[config.mk]
export PLATFORM = sky130hd
export DESIGN_NAME = narrow_mem_bridge
export DESIGN_NICKNAME = d
export VERILOG_FILES = /design/src/rtl/narrow_bridge_pkg.sv /design/src/rtl/access_sequencer.sv /design/src/rtl/lane_steer.sv /design/src/rtl/read_assembler.sv /design/src/rtl/narrow_mem_bridge.sv
export SDC_FILE = /design/constraint.sdc
export NUM_CORES = 1
export LEC_CHECK = 0
export BUFFER_PORTS_ARGS = -buffer_cell sky130_fd_sc_hd__buf_2
export CORE_MARGIN = 4
export CORE_UTILIZATION = 55
export DETAILED_ROUTE_END_ITERATION = 7
export HOLD_SLACK_MARGIN = 0.02
export PLACE_DENSITY = 0.91
export SKIP_CTS_REPAIR_TIMING = 1
export SKIP_LAST_GASP = 1
export SYNTH_ARGS = -nofsm -noshare
export SYNTH_HDL_FRONTEND = slang
export SYNTH_HIERARCHICAL = 1
export SYNTH_SLANG_ARGS = --single-unit
export TNS_END_PERCENT = 50
[constraint.sdc]
create_clock -name clk -period 2.8 [get_ports clk]
set_input_delay 0 -clock clk [delete_from_list [all_inputs] [get_ports clk]]
set_output_delay 0 -clock clk [all_outputs]
set_load 0.01 [all_outputs]
[src/rtl/narrow_bridge_pkg.sv]
// Shared types for the narrow memory width adapter.
// Assumes a 32-bit bus and a device width of 8 or 16 bits.
package narrow_bridge_pkg;
    localparam int BUS_W = 32;

    typedef enum logic [1:0] {
        SQ_IDLE   = 2'd0,
        SQ_STROBE = 2'd1,
        SQ_GAP    = 2'd2
    } seq_state_t;
endpackage

[src/rtl/access_sequencer.sv]
// Access sequencer: accepts a bus request while idle and latches it.
// It then runs one or more device accesses of STROBE_CYC strobe cycles,
// each followed by one idle cycle, and acknowledges after the last one.
// Assumes DEV_W is 8 or 16. Matching splits reads only; writes are one access.
module access_sequencer
    import narrow_bridge_pkg::*;
#(
    parameter int DEV_W      = 16,
    parameter bit MATCH_EN   = 1'b1,
    parameter int STROBE_CYC = 2,
    parameter int AW         = 24,
    localparam int NL = BUS_W / DEV_W,
    localparam int SH = $clog2(DEV_W / 8),
    localparam int LW = (NL > 1) ? $clog2(NL) : 1,
    localparam int UW = AW - SH,
    localparam int CW = (STROBE_CYC > 1) ? $clog2(STROBE_CYC) : 1
) (
    input  logic             clk,
    input  logic             rst_n,
    input  logic             req,
    input  logic             we,
    input  logic [AW-1:0]    addr,
    input  logic [BUS_W-1:0] wdata,
    output logic [BUS_W-1:0] wdata_q,
    output logic [LW-1:0]    lane_q,
    output logic             start,
    output logic             cap_en,
    output logic             ack,
    output logic [UW-1:0]    mem_addr,
    output logic             mem_ce_n,
    output logic             mem_oe_n,
    output logic             mem_we_n
);
    seq_state_t    state;
    logic [CW-1:0] cnt;
    logic [LW-1:0] beat;
    logic [LW-1:0] last_q;
    logic          we_q;
    logic [1:0]    low_in;
    logic [UW-1:0] unit_in;
    logic          split;

    // Decode the incoming request: lane, unit address, split or not.
    always_comb begin
        low_in  = addr[1:0];
        unit_in = addr[AW-1:SH];
        split   = MATCH_EN && !we;
        start   = (state == SQ_IDLE) && req;
        cap_en  = (state == SQ_STROBE) && (cnt == CW'(STROBE_CYC - 1)) && !we_q;
        ack     = (state == SQ_GAP) && (beat == last_q);
    end

    // State, counters and latched request fields.
    always_ff @(posedge clk) begin
        if (!rst_n) begin
            state    <= SQ_IDLE;
            cnt      <= '0;
            beat     <= '0;
            last_q   <= '0;
            we_q     <= 1'b0;
            wdata_q  <= '0;
            lane_q   <= '0;
            mem_addr <= '0;
        end else begin
            case (state)
                SQ_IDLE: if (req) begin
                    state    <= SQ_STROBE;
                    cnt      <= '0;
                    beat     <= '0;
                    we_q     <= we;
                    wdata_q  <= wdata;
                    lane_q   <= LW'(low_in >> SH);
                    last_q   <= split ? LW'(NL - 1) : '0;
                    mem_addr <= split ? (unit_in & ~UW'(NL - 1)) : unit_in;
                end
                SQ_STROBE: begin
                    if (cnt == CW'(STROBE_CYC - 1)) begin
                        state <= SQ_GAP;
                        cnt   <= '0;
                    end else begin
                        cnt <= cnt + 1'b1;
                    end
                end
                SQ_GAP: begin
                    if (beat == last_q) begin
                        state <= SQ_IDLE;
                    end else begin
                        state    <= SQ_STROBE;
                        beat     <= beat + 1'b1;
                        mem_addr <= mem_addr + 1'b1;
                    end
                end
                default: state <= SQ_IDLE;
            endcase
        end
    end

    // Strobes follow the state: low only during the strobe phase.
    always_comb begin
        mem_ce_n = (state != SQ_STROBE);
        mem_oe_n = !((state == SQ_STROBE) && !we_q);
        mem_we_n = !((state == SQ_STROBE) && we_q);
    end

    // Assertion-only counter of consecutive chip-enable-low cycles.
    logic [CW:0] low_run;
    always_ff @(posedge clk) begin
        if (!rst_n)        low_run <= '0;
        else if (mem_ce_n) low_run <= '0;
        else               low_run <= low_run + 1'b1;
    end

    a_r6_ack_single: assert property (@(posedge clk) disable iff (!rst_n)
        ack |=> !ack);
    a_r4_write_single: assert property (@(posedge clk) disable iff (!rst_n)
        (state == SQ_GAP && we_q) |-> ack);
    a_r3_addr_step: assert property (@(posedge clk) disable iff (!rst_n)
        (state == SQ_GAP && !ack) |=> mem_addr == $past(mem_addr) + 1'b1);
    a_r5_strobe_len: assert property (@(posedge clk) disable iff (!rst_n)
        $rose(mem_ce_n) |-> low_run == (CW+1)'(STROBE_CYC));
    a_r7_no_restart: assert property (@(posedge clk) disable iff (!rst_n)
        (state == SQ_STROBE) |=> $stable(we_q) && $stable(lane_q));
endmodule

[src/rtl/lane_steer.sv]
// Lane steering: selects the narrow write lane out of the latched bus word
// and places narrow read data in the same lane, zero elsewhere.
// Lane 0 is the most significant lane (big-endian order).
module lane_steer
    import narrow_bridge_pkg::*;
#(
    parameter int DEV_W = 16,
    localparam int NL = BUS_W / DEV_W,
    localparam int LW = (NL > 1) ? $clog2(NL) : 1
) (
    input  logic [LW-1:0]    lane,
    input  logic [BUS_W-1:0] wdata_q,
    input  logic [DEV_W-1:0] mem_rdata,
    output logic [DEV_W-1:0] mem_wdata,
    output logic [BUS_W-1:0] rd_placed
);
    // Pick and place one lane, all of its bits passed through.
    always_comb begin
        mem_wdata = '0;
        rd_placed = '0;
        for (int k = 0; k < NL; k++) begin
            if (lane == LW'(k)) begin
                mem_wdata = wdata_q[BUS_W-1-k*DEV_W -: DEV_W];
                rd_placed[BUS_W-1-k*DEV_W -: DEV_W] = mem_rdata;
            end
        end
    end
endmodule

[src/rtl/read_assembler.sv]
// Read assembler: builds the bus read word. When matched, each captured
// narrow word shifts in from the bottom, so the first lands in the top lane.
// When not matched, the lane-placed word is loaded. Cleared on each new request.
module read_assembler
    import narrow_bridge_pkg::*;
#(
    parameter int DEV_W    = 16,
    parameter bit MATCH_EN = 1'b1
) (
    input  logic             clk,
    input  logic             rst_n,
    input  logic             start,
    input  logic             cap_en,
    input  logic             ack,
    input  logic [DEV_W-1:0] mem_rdata,
    input  logic [BUS_W-1:0] rd_placed,
    output logic [BUS_W-1:0] rdata
);
    generate
        if (MATCH_EN) begin : g_pack
            // Shift narrow reads in, first one ending in the top lane.
            always_ff @(posedge clk) begin
                if (!rst_n)      rdata <= '0;
                else if (start)  rdata <= '0;
                else if (cap_en) rdata <= {rdata[BUS_W-DEV_W-1:0], mem_rdata};
            end
        end else begin : g_place
            // Load the single narrow read into its addressed lane.
            always_ff @(posedge clk) begin
                if (!rst_n)      rdata <= '0;
                else if (start)  rdata <= '0;
                else if (cap_en) rdata <= rd_placed;
            end
        end
    endgenerate

    a_r6_rdata_held: assert property (@(posedge clk) disable iff (!rst_n)
        ack |=> rdata == $past(rdata));
endmodule

[src/rtl/narrow_mem_bridge.sv]
// Narrow memory width adapter top: 32-bit bus slave to an 8- or 16-bit
// asynchronous memory bank. MATCH_EN turns on read splitting for the bank.
// Writes always stay single accesses. One bank, no address decoding.
module narrow_mem_bridge
    import narrow_bridge_pkg::*;
#(
    parameter int DEV_W      = 16,
    parameter bit MATCH_EN   = 1'b1,
    parameter int STROBE_CYC = 2,
    parameter int AW         = 24
) (
    input  logic                          clk,
    input  logic                          rst_n,
    input  logic                          bus_req,
    input  logic                          bus_we,
    input  logic [AW-1:0]                 bus_addr,
    input  logic [31:0]                   bus_wdata,
    output logic [31:0]                   bus_rdata,
    output logic                          bus_ack,
    output logic [AW-$clog2(DEV_W/8)-1:0] mem_addr,
    output logic [DEV_W-1:0]              mem_wdata,
    input  logic [DEV_W-1:0]              mem_rdata,
    output logic                          mem_ce_n,
    output logic                          mem_oe_n,
    output logic                          mem_we_n
);
    localparam int NL = BUS_W / DEV_W;
    localparam int LW = (NL > 1) ? $clog2(NL) : 1;

    logic [BUS_W-1:0] wdata_q;
    logic [BUS_W-1:0] rd_placed;
    logic [LW-1:0]    lane_q;
    logic             start;
    logic             cap_en;

    access_sequencer #(
        .DEV_W(DEV_W), .MATCH_EN(MATCH_EN), .STROBE_CYC(STROBE_CYC), .AW(AW)
    ) u_seq (
        .clk(clk), .rst_n(rst_n), .req(bus_req), .we(bus_we),
        .addr(bus_addr), .wdata(bus_wdata), .wdata_q(wdata_q),
        .lane_q(lane_q), .start(start), .cap_en(cap_en), .ack(bus_ack),
        .mem_addr(mem_addr), .mem_ce_n(mem_ce_n), .mem_oe_n(mem_oe_n),
        .mem_we_n(mem_we_n)
    );

    lane_steer #(.DEV_W(DEV_W)) u_steer (
        .lane(lane_q), .wdata_q(wdata_q), .mem_rdata(mem_rdata),
        .mem_wdata(mem_wdata), .rd_placed(rd_placed)
    );

    read_assembler #(.DEV_W(DEV_W), .MATCH_EN(MATCH_EN)) u_asm (
        .clk(clk), .rst_n(rst_n), .start(start), .cap_en(cap_en),
        .ack(bus_ack), .mem_rdata(mem_rdata), .rd_placed(rd_placed),
        .rdata(bus_rdata)
    );
endmodule

After elaboration in Yosys (flattened, before gate mapping)
Index checks and enable logic that the tools add are counted.

Shifts and indexed selects: 0. $lt $le $gt $ge: 0. Reduce and logical (&&, ||, !) cells: 17. $add $sub $neg: 3. Equal/unequal tests: 7. Bitwise operators: 1. Divide/modulo/power cells: 0. Multipliers: 0. Muxes and demuxes: 15.

Operators by type and width (count): 23-bit two-way mux (2); 23-bit one-hot mux with 2 select lines (1); 23-bit by 1-bit adder with 23-bit output, second input constant (1); 16-bit two-way mux (1); 1-bit logical AND (6); 1-bit two-way mux (6); 2-bit one-hot mux with 3 select lines (1); 2-bit AND reduction (3); 2-bit two-way mux (2); 2-bit by 1-bit != test with 1-bit output, second input constant (2); 2-bit != test, second input constant (2); 1-bit one-hot mux with 2 select lines (2); 2-bit nonzero test (2); 1-bit zero test (3); 3-bit AND reduction (1); 1-bit adder, second input constant (2); 2-bit by 1-bit equality test with 1-bit output, second input constant (1); 2-bit equality test, second input constant (1); 2-bit zero test (1); 2-bit OR reduction (1); 1-bit equality test (1); 1-bit NOT (1).

Bits of input ports: 76. Flip-flop bits (word level): 94. Memories kept: 0. Bits in read-only memories: 0. Bits in writable memories: 0. Bits in latches: 0. Output and inout port bits: 75. Logic and storage cells: 52.

Logic depth before layout (Yosys ltp)
Gate-level depths: netlist of run 1.

Depth in word-level cells: 3. Gate-level depth with buffers: 9. Depth with buffers taken out: 6.

Hierarchy
The synthesis of run 1 kept the hierarchy.

Modules (own cells, without submodules): access_sequencer (times used 1, cells an instance 389, sequential area each 1241.2 um^2, area each 2999.1 um^2); read_assembler (times used 1, cells an instance 104, sequential area each 640.6 um^2, area each 1173.6 um^2); lane_steer (times used 1, cells an instance 53, sequential area each 0.0 um^2, area each 426.7 um^2).

Worst setup path before layout of run 1
OpenSTA, ideal clock, no wires.

Path type: register to register. From: register u_seq.mem_addr[0]. To: register u_seq.mem_addr[16]. Cell stages (with the launch flop): 6. Period minus slack after synthesis: 1874 ps. Slack: 926 ps. Setup time: 120 ps. Arrival: 1754 ps. Required time: 2680 ps. Buffers on the path: 0. Path through: dfxtp_1 ha_1 nand4_1 or4_1 and3_1 o31a_1.

Word-level cells in the longest chain between the ends: 3.

RTL lines: start, declared (line access_sequencer.sv:29) `output logic [UW-1:0] mem_addr,`; start signal, assigned (line access_sequencer.sv:74) `mem_addr <= split ? (unit_in & ~UW'(NL - 1)) : unit_in;`; start signal, assigned (line access_sequencer.sv:90) `mem_addr <= mem_addr + 1'b1;`; 23-bit by 1-bit adder with 23-bit output (line access_sequencer.sv:90); 23-bit two-way mux (line access_sequencer.sv:85) `if (beat == last_q) begin`; 23-bit one-hot mux with 2 select lines (line access_sequencer.sv:65) `case (state)`.

Every way passes these cells. The select of a mux whose other input is x is not followed. A chain may end at the register's enable or synchronous reset.

Final worst setup path of run 1
From: register u_seq.state[0]. To: register u_asm.rdata[22].

Word-level cells in the longest chain between the ends: 3. Elaborated cells on any way between the ends: 6. Those cells by class: eq/ne (1); reduce/logical (5).

RTL lines: start, declared (line access_sequencer.sv:34) `seq_state_t state;`; start signal, assigned (line access_sequencer.sv:56) `state <= SQ_IDLE;`; start signal, assigned (line access_sequencer.sv:67) `state <= SQ_STROBE;`; start signal, assigned (line access_sequencer.sv:78) `state <= SQ_GAP;`; 2-bit by 1-bit equality test with 1-bit output (line access_sequencer.sv:49) `cap_en = (state == SQ_STROBE) && (cnt == CW'(STROBE_CYC - 1)) && !we_q;`; 1-bit logical AND (2 in a row) (line access_sequencer.sv:49); via cap_en (line narrow_mem_bridge.sv:34) `logic cap_en;`; end signal, assigned (line read_assembler.sv:25) `else if (cap_en) rdata <= {rdata[BUS_W-DEV_W-1:0], mem_rdata};`; end, declared (line read_assembler.sv:17) `output logic [BUS_W-1:0] rdata`.

The timed path passes the listed nets, and every way through them passes these cells.

==> flow_summary.yaml, run 1 <==
status:
  outcome: "complete, no violations"
place:
  dp_worst_setup_slack_ps: 681
  place_hpwl_um: 8330
  gp_congestion: 0.838
  portBuffers: 149
sta:
  finalSetupTns_ps: 0
  finalSetupViolations: 0
  min_period_ps: 2120
  rsz0062_at_grt: "no"
  drv_slew: 0
  hold_viol: 0
  fin_crit_sh_pct: 75.8
  postLayoutSetupSlackWorst_ps: 676
  max-slew-margin-rel_pct: 29.2
  worst_slew_pin_slew_ps: 1060
  timing.fmax_ghz: 0.471
  final.setup_skew_ps: 14.7
route:
  routed_wl_um: 13100
  routed-via-count: 4641
  ant_nets: 0
  viasPerCell: 5.75
  drc_errors: 0
  drt_iter0_drc: 336
  wl_per_cell_um: 16.3
  firstDrtPassIters: 5
pwr:
  vdd_drop_max_mv: 0.365
  total_power_mw: 2.79
  powerDensity_nw_per_um2: 475
  leakage_nw: 2.50
clock_tree:
  h-tree-depth: 3
  clk_pin_slew_ps: 100
  clockBufferDepth: 2
  root_buffer: "clkbuf_8"
  clock-sinks: 94
  cts_buffers: 9
  cts_tree: "built"
  insertion_delay_ps: 350
worst_setup_path:
  path_cells: "nor2b_1 -> nand2b_1 -> nor2_4 -> buf_12 -> mux2i_1 -> nor2_1"
  r2r_slack_ps: 680
  worstPathRequired_ps: 3030
  start_kind: "flip-flop"
  crit_type: "reg -> reg"
  startpoint: "u_seq/state[0]"
  rr_startpoint: "u_seq/state[0]"
  slowest_stage: "nor2_4"
  cp-end-kind: "flip-flop"
  r2r_end: "u_asm/rdata[22]"
  worst-path-max-fanout: 17
  reg2reg_depth: 6
  crit_end: "u_asm/rdata[22]"
  cpPeakStageDelay_ps: 500
  cp_data_arrival_time_ps: 2360
grt:
  antenna_found_initial: 0
  grt-ovfl-total: 0
  grt_pass1_vias: 4145
  grt_usage_pct: 23.5
  grt_pass1_wl_um: 18900
  grt_max_degree: 36
die:
  die-area_um2: 9450
  core_area_um2: 7730
  die_h_um: 97.2
  die_x_um: 97.2
  initial_core_util_pct: 56.6
  pin_count: 151
  row_count: 32
logic_synthesis:
  syn_area_um2: 4380
  yosysWarnings: 6
  syn_nets: 588
  netlist_instances: 511
  syn_avg_cell_area_um2: 8.56
final_layout:
  drive_gt1_share_pct: 28.2
  area_delta_synth_final_pct: 34.1
  nets: 777
  antennaDiodeCount: 0
  fin_util_pct: 75.9
job:
  maxCapViolCount: 0
worst_hold_path:
  hold_path.class: "in -> reg"
## critical path, delay by kind of cell (launching register included)
| kind | cells | cell delay (ps) |
|---|---|---|
| buffers and inverters | 1 | 250 |
| muxes | 1 | 220 |
| DFF | 1 | 440 |
| and+or+nand+nor | 4 | 1090 |
## sequential cells by signal (all words and copies together) (netlist names)
name,cells
u_seq/cnt,1
u_seq/wdata_q,32
u_seq/lane_q,1
u_seq/state,2
u_seq/mem_addr,23
u_seq/last_q,1
u_seq/beat,1
u_asm/rdata,32
u_seq/we_q,1
## stage by stage
step	hold slack [ps]	instance area (um2)	instances
CTS	-140	5300	750
floorplan	136	4380	511
global route	28.3	5870	807
detailed placement	247	5110	734
global placement	237	5110	734
finish	15.5	5870	807
## cell usage in the layout (no fill, tap or decap), types with 3 or more instances in the layout
cell type and n:
buf_2 149, dfxtp_1 94, nand2_1 91, dlygate4sd3_1 57
a21oi_1 57, nor2_1 42, mux2i_1 33, mux2_2 17
o21ai_0 16, clkbuf_8 9, nand2b_1 9, and2_1 9
buf_4 8, nand4_1 7, nor2b_1 6, nand3_1 6
a211oi_1 6, and4_1 5, o22ai_1 5, nor3_1 5
o31a_1 5, inv_1 4, and3_1 4, a31oi_1 4
nor4_1 4, o32ai_1 3, a21o_1 3, nand3b_1 3
or4_1 3
## worst min path at each step
| stage | from | to | slack (ps) | cells after the start |
|---|---|---|---|---|
| 2_1_floorplan | bus_wdata[0] | u_seq/wdata_q[0] | 140 | 2 |
| 3_3_place_gp | mem_rdata[5] | u_asm/rdata[5] | 240 | 3 |
| 3_5_place_dp | bus_wdata[28] | u_seq/wdata_q[28] | 250 | 3 |
| 4_1_cts | bus_wdata[28] | u_seq/wdata_q[28] | -140 | 3 |
| 5_1_grt | bus_addr[14] | u_seq/mem_addr[13] | 30 | 4 |
| 6_report | bus_addr[14] | u_seq/mem_addr[13] | 20 | 4 |
## power by group
group / switching (mW) / internal (mW)
Sequential: 0.0687 / 1.40
Clock: 0.506 / 0.343
Combinational: 0.241 / 0.228
Total: 0.816 / 1.97
## routing by layer
metal  track usage (%)  up-vias  part of all wire [%]
met5                 0        -                     0
met4              9.50        0                   3.3
met3              4.38       50                   7.7
met2              40.0      248                    49
met1              29.4     2156                    40
li1                  -     2187                     -
## cell type report
type / instances / area (um2)
sequential: 94 / 1880
inverter: 4 / 15.0
multi-input combinational: 376 / 2260
tap: 102 / 128
timing repair buffer: 215 / 1400
clock inverter: 7 / 66.3
clock buffer: 9 / 124
fill: 517 / 1860
(Power assumes the default switching activity.)
==> inputs of run 2 (changes only) <==
ABC_AREA = 1   (was default)
CORE_UTILIZATION = 51   (was 55)
PLACE_DENSITY = 0.85   (was 0.91)
clock period = 2.2 ns   (was 2.8 ns; I/O delays follow)
==> run 2 against run 1 <==
Effect of this change: the run now ends with hold timing left; critical path type unchanged; maximum frequency increased by 22%; setup slack got worse by 210 ps; global-route usage decreased by 1.6 points; non-clock buffer count decreased by 7; routed wire length about the same; cell count increased by 18%; highest routed layer is now met5; count of clock-buffer cells in the layout unchanged; critical endpoint is now u_seq/mem_addr[5]; combinational power increased by 33%; first-iteration DRC count decreased by 21%.
==> flow_summary.yaml, run 2 <==
status:
  outcome: "finished, violations left"
  violations: "hold timing"
sta:
  fin_crit_sh_pct: 78.9
  worst_slew_pin_slew_ps: 882
  max-slew-margin-rel_pct: 41.2
  finalSetupTns_ps: 0
  min_period_ps: 1740
  final.setup_skew_ps: 12.6
  finalSetupViolations: 0
  drv_slew: 0
  hold_ws_ps: -52.8
  timing.fmax_ghz: 0.576
  postLayoutSetupSlackWorst_ps: 465
  hold_viol: 1
  rsz0062_at_grt: "no"
worst_setup_path:
  worst-path-max-fanout: 27
  start_kind: "flip-flop"
  worstPathRequired_ps: 2400
  crit_type: "reg -> reg"
  cp_data_arrival_time_ps: 1940
  startpoint: "u_seq/state[1]"
  rr_startpoint: "u_seq/state[1]"
  cp-end-kind: "flip-flop"
die:
  die_x_um: 102
  initial_core_util_pct: 52.2
  die_h_um: 102
  core_area_um2: 8680
  row_count: 34
  pin_count: 151
  die-area_um2: 10400
grt:
  grt_max_degree: 42
  grt_pass1_vias: 4363
  grt_usage_pct: 22.0
  antenna_found_initial: 1
  grt_pass1_wl_um: 18600
  grt-ovfl-total: 0
clock_tree:
  cts_buffers: 9
  clock-sinks: 94
  root_buffer: "clkbuf_8"
  insertion_delay_ps: 360
  clockBufferDepth: 2
  h-tree-depth: 3
  cts_tree: "built"
  clk_pin_slew_ps: 90
final_layout:
  layout_commonest_cell: "nand2_1"
  antennaDiodeCount: 0
  layout_common_cells: "nand2_1, buf_2, nor2_1"
  drive_gt1_share_pct: 26.7
  fill_cells: 719
  reg.largest.list: "u_asm/rdata x32, u_seq/wdata_q x32, u_seq/mem_addr x23"
  multi_input_comb_area_um2: 2270
  finalNonFillerCells: 953
  regArea_um2: 1880
  nets: 918
  area_delta_synth_final_pct: 31.4
route:
  drt_iter0_drc: 264
  firstDrtPassIters: 5
  drc_errors: 0
  viasPerCell: 5.10
  routed_wl_um: 13100
  wl_per_cell_um: 13.7
  routed-via-count: 4862
  ant_nets: 0
pwr:
  powerDensity_nw_per_um2: 632
  total_power_mw: 3.76
  leakage_nw: 2.60
  vdd_drop_max_mv: 0.300
logic_synthesis:
  syn_nets: 733
  syn_avg_cell_area_um2: 6.90
  netlist_instances: 656
  syn_area_um2: 4530
  yosysWarnings: 6
job:
  maxCapViolCount: 0
place:
  dp_worst_setup_slack_ps: 487
  dp_cells: 886
  place_hpwl_um: 8170
  gp_congestion: 0.891
  portBuffers: 149
worst_hold_path:
  hold_path.class: "in -> reg"
  worstHoldStart: "bus_addr[1]"
-- run 2: layout make-up --
type | instances | area share (%)
multi-input combinational | 497 | 38.2
sequential | 94 | 31.6
timing repair buffer | 208 | 22.2
tap | 108 | 2.27
clock buffer | 9 | 2.08
inverter | 31 | 2.08
clock inverter | 6 | 1.58
-- run 2: worst paths after layout --
kind                       endpoint  slack [ps]  cells after the start
setup / recovery  u_seq/mem_addr[5]         460                      7
hold / removal         u_seq/lane_q         -50                      3
setup reg to reg  u_seq/mem_addr[5]         460                      7
hold reg to reg     u_asm/rdata[17]         470                      2
-- run 2: through the flow --
stage          util, %  instance area [um2]
3_3_place_gp      60.0                 5210
5_1_grt           68.6                 5950
6_report          68.6                 5950
2_1_floorplan        -                 4530
3_5_place_dp      60.0                 5210
4_1_cts           62.6                 5430
-- run 2: report_power, final --
part           internal, mW  total [mW]  switching, mW
Sequential             1.79        1.88         0.0824
Clock                 0.644        1.26          0.617
Combinational         0.269       0.623          0.354
-- run 2: critical path, stage by stage (launching register included) --
cell and delay (ps):
dfxtp_1 370, nand2_1 220, inv_2 110, nand2_1 90, nand2_4 240, inv_2 230, o21ai_0 230, a21oi_1 90
-- run 2: per-layer routing --
layer / vias to the layer above / GRT usage (%) / share of wire, %
li1: 2442 / - / -
met1: 2160 / 26.5 / 41
met2: 224 / 38.4 / 49
met3: 34 / 3.41 / 7.1
met4: 2 / 9.89 / 2.7
met5: - / 0 / 0.092
==> inputs of run 3 (changes only) <==
clock period = 1.6 ns   (was 2.2 ns; I/O delays follow)
==> run 3 against run 2 <==
Effect of this change: the flow now finishes without violations; first-iteration DRC count is 3.4% lower; sequential power is 37% higher; total power is 49% higher; via count is 2.5% higher; count of clock-buffer cells in the layout is 1 higher; register-to-register slack worse by 340 ps; setup slack worse by 350 ps; sequential share of layout area is 0.82 points lower; combinational power is 43% higher; largest cell class unchanged; largest power group unchanged.
==> flow_summary.yaml, run 3 (same netlist as run 2, synthesis figures left out) <==
status:
  outcome: "complete, no violations"
final_layout:
  drive_gt1_share_pct: 28.1
  layout_commonest_cell: "nand2_1"
  multi_input_comb_area_um2: 2280
  layout_common_cells: "nand2_1, buf_2, nor2_1"
  reg.largest.list: "u_asm/rdata x32, u_seq/wdata_q x32, u_seq/mem_addr x23"
  regArea_um2: 1890
  area_delta_synth_final_pct: 35.2
  fill_cells: 697
  fin_util_pct: 70.5
  final_area_um2: 6120
  nets: 927
worst_setup_path:
  cpPeakStageDelay_ps: 320
  cp-end-kind: "output port"
  start_kind: "flip-flop"
  cp_num_buf_inv: 4
  slowest_stage: "dfxtp_1"
  worst-path-max-fanout: 12
  cp_data_arrival_time_ps: 1490
  crit_family: "buffers and inverters"
  worstPathRequired_ps: 1600
  path_cells: "inv_1 -> nand2_1 -> buf_4 -> buf_4 -> nor2_1 -> buf_2"
  crit_path_frequent_cell: "buf_4"
  r2r_slack_ps: 120
  crit_type: "reg -> out"
sta:
  fin_crit_sh_pct: 93.0
  min_period_ps: 1490
  hold_viol: 0
  worst_slew_pin_slew_ps: 341
  rsz0062_at_grt: "yes"
  postLayoutSetupSlackWorst_ps: 112
  max-slew-margin-rel_pct: 77.2
  hold_ws_ps: 3.69
  timing.fmax_ghz: 0.672
  finalSetupViolations: 0
  drv_slew: 0
  final.setup_skew_ps: 12.0
route:
  drt_iter0_drc: 255
  viasPerCell: 5.17
  routed-via-count: 4983
  drc_errors: 0
  wl_per_cell_um: 13.7
  wl_met2_um: 6750
  wl_met3_um: 957
  wl_met1_um: 5270
  ant_nets: 0
  firstDrtPassIters: 5
  routed_wl_um: 13200
  top_layer_used: "met5"
die:
  pin_count: 151
  die-area_um2: 10400
  initial_core_util_pct: 52.2
  die_x_um: 102
  core_area_um2: 8680
  row_count: 34
  die_h_um: 102
clock_tree:
  clock-sinks: 94
  insertion_delay_ps: 360
  cts_tree: "built"
  cts_buffers: 9
  clockBufferDepth: 2
  root_buffer: "clkbuf_8"
  h-tree-depth: 3
  clk_pin_slew_ps: 90
grt:
  antenna_found_initial: 2
  grt_pass1_wl_um: 18700
  grt-ovfl-total: 0
  grt_pass1_vias: 4271
  grt_usage_pct: 21.8
  grt_max_degree: 35
pwr:
  powerDensity_nw_per_um2: 913
  vdd_drop_max_mv: 0.467
  leakage_nw: 2.68
place:
  place_hpwl_um: 8360
  portBuffers: 149
  gp_congestion: 0.910
  dp_worst_setup_slack_ps: 125
  placed_cell_area_um2: 5300
worst_hold_path:
  hold_path.class: "in -> reg"
job:
  maxCapViolCount: 0
==> run 3: cell count changes in the layout (fill, tap and decap cells not counted), moves of 2 or more <==
cell / before / now
buf_12: 0 / 2
buf_4: 7 / 14
bufinv_16: 2 / 4
dfxtp_1: 94 / 91
dfxtp_2: 0 / 3
==> run 3: path summary, 6_finish.rpt <==
check / startpoint / to / cells past startpoint
max: u_seq/state[0] / bus_ack / 6
min: bus_addr[4] / u_seq/mem_addr[3] / 5
max reg2reg: u_seq/beat / u_seq/mem_addr[13] / 7
min reg2reg: u_asm/rdata[30] / u_asm/rdata[30] / 2
==> run 3: through the flow <==
step           total power, mW  setup TNS, ps  instances
6_report                  5.59              0        964
5_1_grt                   5.83          -16.1        964
4_1_cts                   5.49              0        911
3_5_place_dp              3.39              0        895
3_3_place_gp              3.36              0        895
2_1_floorplan             3.10              0        656
==> run 3: where the power goes <==
| part | switching, mW | internal, mW |
|---|---|---|
| clock | 0.865 | 1.25 |
| combinational | 0.499 | 0.395 |
| sequential | 0.110 | 2.47 |
| total | 1.47 | 4.12 |
==> run 3: worst reg2reg max path, delay by kind of cell (launching register included) <==
| kind | cells | cell delay [ps] |
|---|---|---|
| AO/OA/AOI/OAI | 2 | 170 |
| AND/OR/NAND/NOR | 3 | 360 |
| flip-flops | 1 | 390 |
| XOR/XNOR | 1 | 230 |
| buffers and inverters | 1 | 230 |
==> run 3: area by class of cell <==
type,instances,share of cell area (%)
Tap cell,108,2.21
Antenna cell,1,0.0409
Sequential cell,94,30.8
Clock inverter,6,2.25
Inverter,31,2.06
Timing Repair Buffer,217,23.1
Clock buffer,10,2.25
Multi-Input combinational cell,497,37.3
==> run 3: layer usage <==
layer / up-vias / GRT usage [%]
li1: 2461 / -
met1: 2281 / 27.1
met2: 211 / 38.1
met3: 28 / 4.37
met4: 2 / 6.76
met5: - / 0
